File: src/rtl/overlay_pkg.sv
package overlay_pkg;

  // Strobes passed from the decode control to the data path.
  typedef struct packed {
    logic romSel;  // ROM read in progress
    logic regSel;  // status register read in progress
    logic drive;   // data bus is to be driven
  } strobe_t;

endpackage

File: src/rtl/overlay_ctrl.sv
module overlay_ctrl
  import overlay_pkg::*;
#(
  parameter int ADDR_W = 16,
  parameter logic [ADDR_W-1:0] REG_ADDR = 16'h8000
) (
  input  logic [ADDR_W-1:0] cpuAddr,
  input  logic              cpuRw,
  input  logic              cpuPhi2,
  output logic              romSelect,
  output strobe_t           strobes
);

  localparam int LOW_W = ADDR_W - 1;

  logic windowHit;
  logic lowMatch;
  logic readCycle;

  // First level: upper address bit and data phase give the window select.
  assign windowHit = cpuAddr[ADDR_W-1];
  assign romSelect = windowHit & cpuPhi2;

  // Second level: the lower lines pick the register out of the window.
  assign lowMatch  = (cpuAddr[LOW_W-1:0] == REG_ADDR[LOW_W-1:0]);
  assign readCycle = romSelect & cpuRw;

  always_comb begin
    strobes.drive  = readCycle;
    strobes.regSel = readCycle & lowMatch;
    strobes.romSel = readCycle & ~lowMatch;
  end

endmodule

File: src/rtl/overlay_datapath.sv
module overlay_datapath
  import overlay_pkg::*;
#(
  parameter int DATA_W = 8
) (
  input  strobe_t           strobes,
  input  logic [DATA_W-1:0] statusVal,
  input  logic [DATA_W-1:0] romData,
  output logic [DATA_W-1:0] dataOut,
  output logic              dataOe
);

  // Register value has priority over ROM data; the bus idles at zero.
  always_comb begin
    dataOut = '0;
    if (strobes.regSel)      dataOut = statusVal;
    else if (strobes.romSel) dataOut = romData;
  end

  assign dataOe = strobes.drive;

endmodule

File: src/rtl/rom_overlay_decoder.sv
module rom_overlay_decoder
  import overlay_pkg::*;
#(
  parameter int ADDR_W = 16,
  parameter int DATA_W = 8,
  parameter logic [ADDR_W-1:0] REG_ADDR = 16'h8000
) (
  input  logic [ADDR_W-1:0] cpuAddr,
  input  logic              cpuRw,
  input  logic              cpuPhi2,
  input  logic [DATA_W-1:0] statusVal,
  input  logic [DATA_W-1:0] romData,
  output logic              romSelect,
  output logic              romEnable,
  output logic              regEnable,
  output logic [DATA_W-1:0] dataOut,
  output logic              dataOe
);

  strobe_t strobes;

  overlay_ctrl #(
    .ADDR_W  (ADDR_W),
    .REG_ADDR(REG_ADDR)
  ) u_ctrl (
    .cpuAddr  (cpuAddr),
    .cpuRw    (cpuRw),
    .cpuPhi2  (cpuPhi2),
    .romSelect(romSelect),
    .strobes  (strobes)
  );

  overlay_datapath #(
    .DATA_W(DATA_W)
  ) u_dp (
    .strobes  (strobes),
    .statusVal(statusVal),
    .romData  (romData),
    .dataOut  (dataOut),
    .dataOe   (dataOe)
  );

  assign romEnable = strobes.romSel;
  assign regEnable = strobes.regSel;

endmodule

File: config.mk
export PLATFORM = sky130hd
export DESIGN_NAME = rom_overlay_decoder
export DESIGN_NICKNAME = d
export VERILOG_FILES = /design/src/rtl/overlay_pkg.sv /design/src/rtl/overlay_ctrl.sv /design/src/rtl/overlay_datapath.sv /design/src/rtl/rom_overlay_decoder.sv
export SDC_FILE = /design/constraint.sdc
export NUM_CORES = 1
export LEC_CHECK = 0
export CORE_AREA = 2 2 39 41
export DETAILED_ROUTE_END_ITERATION = 6
export DIE_AREA = 0 0 41 43
export GPL_ROUTABILITY_DRIVEN = 0
export PLACE_DENSITY = 0.76
export SYNTH_ARGS = -nofsm -noshare
export SYNTH_HDL_FRONTEND = slang
export SYNTH_SLANG_ARGS = --single-unit
File: constraint.sdc
create_clock -name vclk -period 1.4
set_input_delay 0.35 -clock vclk [all_inputs]
set_output_delay 0.35 -clock vclk [all_outputs]
set_load 0.01 [all_outputs]
==> results.cfg, run 1 <==
[global_routing]
met3_usage_pct = 2.09
grt.busiest_layer = met2
antenna_found_initial = 0
grt_max_degree = 8
grt-ovfl-total = 0
grt_pass1_vias = 494
use_met1_pct = 17.3
grt_first_pass_wirelength_um = 2100
gr-usage-met2_pct = 32.5
track_usage_pct = 16.8

[worst_setup_path]
crit_required_ns = 1.05
cp_max_fo = 6
endpoint_kind = output pin
startpoint_type = input pin
cp-startpoint = cpuAddr[11]
worst-setup-path-type = in -> out
critPathArrivalTime_ns = 1.50

[synth]
synth_cells = 36
synth_top_area_share_pct = 36.6
yosys_warnings = 0
netlist-cell-type-count = 11
yosys-top-cells-area = mux2i_1 (37%), nand2_1 (29%), and2_1 (5.7%), nor4_1 (5.7%), nor4_2 (5.7%)
synthesis.area_per_instance_um2 = 6.08
ys_seq_area_share_pct = 0
ys_top_cells_by_count = nand2_1 (17), mux2i_1 (8), and2_1 (2), nor4_1 (2)
synth-simple-area-share_pct = 53.1
synthMuxAreaShare_pct = 36.6
synth-xor-area-share_pct = 0
synth_compound_area_share_pct = 0
synth_top_family_by_area = simple AND/OR/NAND/NOR gates
synthesis.nets = 70
yosys.area_share.adder_pct = 0
synth_area_um2 = 219
synth.most_common_cell = nand2_1
yosys.area.top_type = mux2i_1

[clocking]
cts_hold_buf = 0

[job]
cap_violations = 0

[floorplan]
core_um2 = 1380
die-area_um2 = 1760
io_pins = 46
die_w_um = 41
dieHeight_um = 43
start_util_pct = 15.8
rows = 14

[layout]
seq_cells = 0
drive_gt1_share_pct = 67.0
n_antenna_cell = 0
seq_area_um2 = 0
fill_cells = 111
synthToLayoutAreaGrowth_pct = 356
fin_area_um2 = 998
n_clock_buffer = 0
fin_nets = 127

[route]
drc = 0
routed_wl_um = 1370
drtIter0Drc = 0
drtAntennaViolNets = 0
dr.pass1.iters = 1
routedWlPerCell_um = 12.8
vias = 494
viasPerCell = 4.62

[pwr]
power.total_mw = 0.198
p_switching_mw = 0.0706
swShare_pct = 35.7
seq_power_share_pct = 0
pwr-share-clk_pct = 0
comb_power_share_pct = 100.0
p_leak_nw = 0.443
ir_drop_mv = 0.118
p_per_area_nw_per_um2 = 198
internal-power_mw = 0.127

[timing]
setup_viol = 10
fin_crit_ns = 1.85
tightest_slew_ns = 0.191
rsz0062_at_grt = yes
min_period_over_period_pct = 132
max_freq_mhz = 541
whs_ns = 1.26
worst_slack_ns = -0.448
slew_viol_final = 0
maxSlewHeadroom_pct = 87.2
hold_violations = 0

[place]
io_buffers = 46
dp_hpwl_um = 925
dpl_worst_slack_ns = -1.11
post_dp_cell_area_um2 = 843

[outcome]
violations = negative setup slack
status = complete, but fails checks

[hold_path]
hp-class = in -> out
min_from = cpuPhi2
[cell type report]
class / instances / area [um2] / share of cell area, %
tap: 16 / 20.0 / 2.01
timing repair buffer: 57 / 557 / 55.8
multi-input combinational: 33 / 410 / 41.1
inverter: 1 / 11.3 / 1.13
[power by group through the flow]
stage | Combinational [mW] | Sequential, mW | Clock [mW]
global route | 0.211 | 0 | 0
finish | 0.198 | 0 | 0
floorplan | 0.0417 | 0 | 0
CTS | 0.194 | 0 | 0
global placement | 0.164 | 0 | 0
detailed placement | 0.167 | 0 | 0
[layer usage]
metal / routed length [um] / vias to the layer above
li1: - / 238
met1: 381 / 220
met2: 777 / 32
met3: 163 / 4
met4: 42 / 0
met5: 0 / -
[critical path, stage by stage]
cell	delay [ns]
buf_6	0.10
nor4_4	0.25
nand4_1	0.18
buf_6	0.17
buf_12	0.14
mux2i_4	0.17
buf_2	0.14
[kinds of logic (layout without fill, tap and decap cells)]
family                 count (synthesis)  count (layout)
buffers and inverters                  3              58
muxes                                  8               8
and+or+nand+nor                       25              25
[path summary, 6_finish.rpt]
check                        end  slack (ns)  cells after the start
worst max-delay path  dataOut[7]       -0.45                      7
worst min-delay path      dataOe        1.26                      6
[timing repair]
item / CTS / global route
buffers inserted: 7 / 2
pin swaps: 10 / 3
setup endpoints to repair: 12 / 11
cloned: 1 / 0
gates resized for setup: 140 / 4
[through the flow]
stage               setup TNS, ns  utilization (%)  cells
global route                -4.67             72.2    107
finish                      -3.95             72.2    107
CTS                         -4.00             71.1    107
global placement           -12.00             60.9    100
detailed placement         -12.10             60.9    100
floorplan                  -0.574                -     36
[layout by cell type (no fill, tap or decap), drive strengths merged, types with 2 or more instances in the layout]
| cell | count |
|---|---|
| clkdlybuf4s50 | 16 |
| and2 | 2 |
| nor4 | 3 |
| nand2 | 17 |
| dlygate4sd2 | 2 |
| buf | 33 |
| clkdlybuf4s15 | 6 |
| mux2i | 8 |
Power figures use the tool's default switching activity.
==> inputs of run 2 (changes only) <==
- MAX_ROUTING_LAYER: not set -> met4
- SLEW_MARGIN: not set -> 10
==> run 2 against run 1 <==
The run still ends with negative setup slack left. Global-route usage grew 0.41 points. Worst hold slack hardly changed. Flip-flop and latch count is the same. Design area stayed put. Combinational power hardly changed. Sequential share of layout area did not move. Core utilization is the same. Critical path depth unchanged. First-iteration DRC count did not move. Wire length unchanged. Non-clock buffer count did not move. Critical endpoint unchanged.
==> results.cfg, run 2 (synthesis gave the netlist of run 1 again) <==
[outcome]
status = complete, but fails checks
violations = negative setup slack

[pwr]
internal-power_mw = 0.127
swShare_pct = 35.7
power.total_mw = 0.198
ir_drop_mv = 0.118
p_leak_nw = 0.443
pwr-share-clk_pct = 0
p_per_area_nw_per_um2 = 198
p_switching_mw = 0.0706
seq_power_share_pct = 0
comb_power_share_pct = 100.0

[route]
vias = 494
drtAntennaViolNets = 0
routed_wl_um = 1370
drtIter0Drc = 0
drc = 0
routedWlPerCell_um = 12.8
viasPerCell = 4.62
dr.pass1.iters = 1

[layout]
final_common_cell = clkdlybuf4s50_1
seq_area_um2 = 0
n_antenna_cell = 0
final_core_utilization_pct = 72.2
n_clock_buffer = 0
drive_gt1_share_pct = 67.0
synthToLayoutAreaGrowth_pct = 356
layout_common_cells = clkdlybuf4s50_1 (16), buf_2 (13), buf_6 (12)
seq_cells = 0
fill_cells = 111
fin_nets = 127

[worst_setup_path]
critPathBufInv = 4
cp-startpoint = cpuAddr[11]
worst-setup-path-type = in -> out
crit_required_ns = 1.05
startpoint_type = input pin
crit_path_end = dataOut[7]
endpoint_kind = output pin
path_cells = buf_6, nor4_4, nand4_1, buf_6, buf_12, mux2i_4, buf_2
cp_top_family = buffers and inverters
slowest_stage = nor4_4
cp_max_fo = 6
critPathArrivalTime_ns = 1.50
crit_cells = 7
cp_common_cell = buf_6
crit_path_max_incr_delay_ns = 0.25

[floorplan]
core_um2 = 1380
die-area_um2 = 1760
start_util_pct = 15.8
io_pins = 46
die_w_um = 41
rows = 14
dieHeight_um = 43

[global_routing]
grt_max_degree = 8
grt_pass1_vias = 494
antenna_found_initial = 0
grt_first_pass_wirelength_um = 2100
track_usage_pct = 17.2
grt-ovfl-total = 0

[timing]
worst_slack_ns = -0.447
rsz0062_at_grt = yes
min_period_over_period_pct = 132
maxSlewHeadroom_pct = 87.2
setup_viol = 10
whs_ns = 1.26
fin_crit_ns = 1.85
hold_violations = 0
max_freq_mhz = 541
fin_setup_tns_ns = -3.95
slew_viol_final = 0
tightest_slew_ns = 0.191

[place]
dp_hpwl_um = 925
io_buffers = 46

[hold_path]
hp-class = in -> out

[job]
cap_violations = 0
run 2: cell counts in the layout (fill, tap and decap cells not counted):
No cell type changed its count.
run 2: cell type report:
| class | count | area (um2) | area share (%) |
|---|---|---|---|
| Timing Repair Buffer | 57 | 557 | 55.8 |
| Multi-Input combinational cell | 33 | 410 | 41.1 |
| Tap cell | 16 | 20.0 | 2.01 |
| Inverter | 1 | 11.3 | 1.13 |
run 2: worst min-delay path by stage:
stage	start	end	slack [ns]	cells after the start
after global placement	cpuPhi2	romSelect	1.70	3
after global routing	cpuPhi2	romSelect	1.29	4
final	cpuPhi2	dataOe	1.26	6
after floorplan	cpuPhi2	romSelect	0.83	1
after detailed placement	cpuPhi2	romSelect	1.70	3
after CTS	cpuAddr[15]	romSelect	1.17	3
run 2: power groups by stage:
stage	registers, mW	clock network, mW	logic (mW)
4_1_cts	0	0	0.194
2_1_floorplan	0	0	0.0417
5_1_grt	0	0	0.210
6_report	0	0	0.198
3_5_place_dp	0	0	0.167
3_3_place_gp	0	0	0.164
run 2: metal layers:
metal	global-route usage [%]	up-vias	wire (um)	part of all wire [%]
li1	-	238	-	-
met1	18.2	220	405	30
met2	32.5	32	777	57
met3	0.524	4	140	10
met4	4.00	0	42	3.1
met5	-	-	0	0
run 2: what timing repair did:
| item | 4_1_cts | 5_1_grt |
|---|---|---|
| cloned | 1 | 0 |
| pin swaps | 10 | 3 |
| hold buffers | 0 | 0 |
| gates resized for setup | 140 | 4 |
| endpoints found under the setup margin | 12 | 11 |
| setup buffers | 7 | 2 |
run 2: per-stage QoR:
step,instance area [um2],setup slack (ns),std cells
final,998,-0.447,107
after detailed placement,843,-1.11,100
after floorplan,355,-0.0595,36
after global routing,998,-0.523,107
after global placement,843,-1.10,100
after CTS,983,-0.457,107
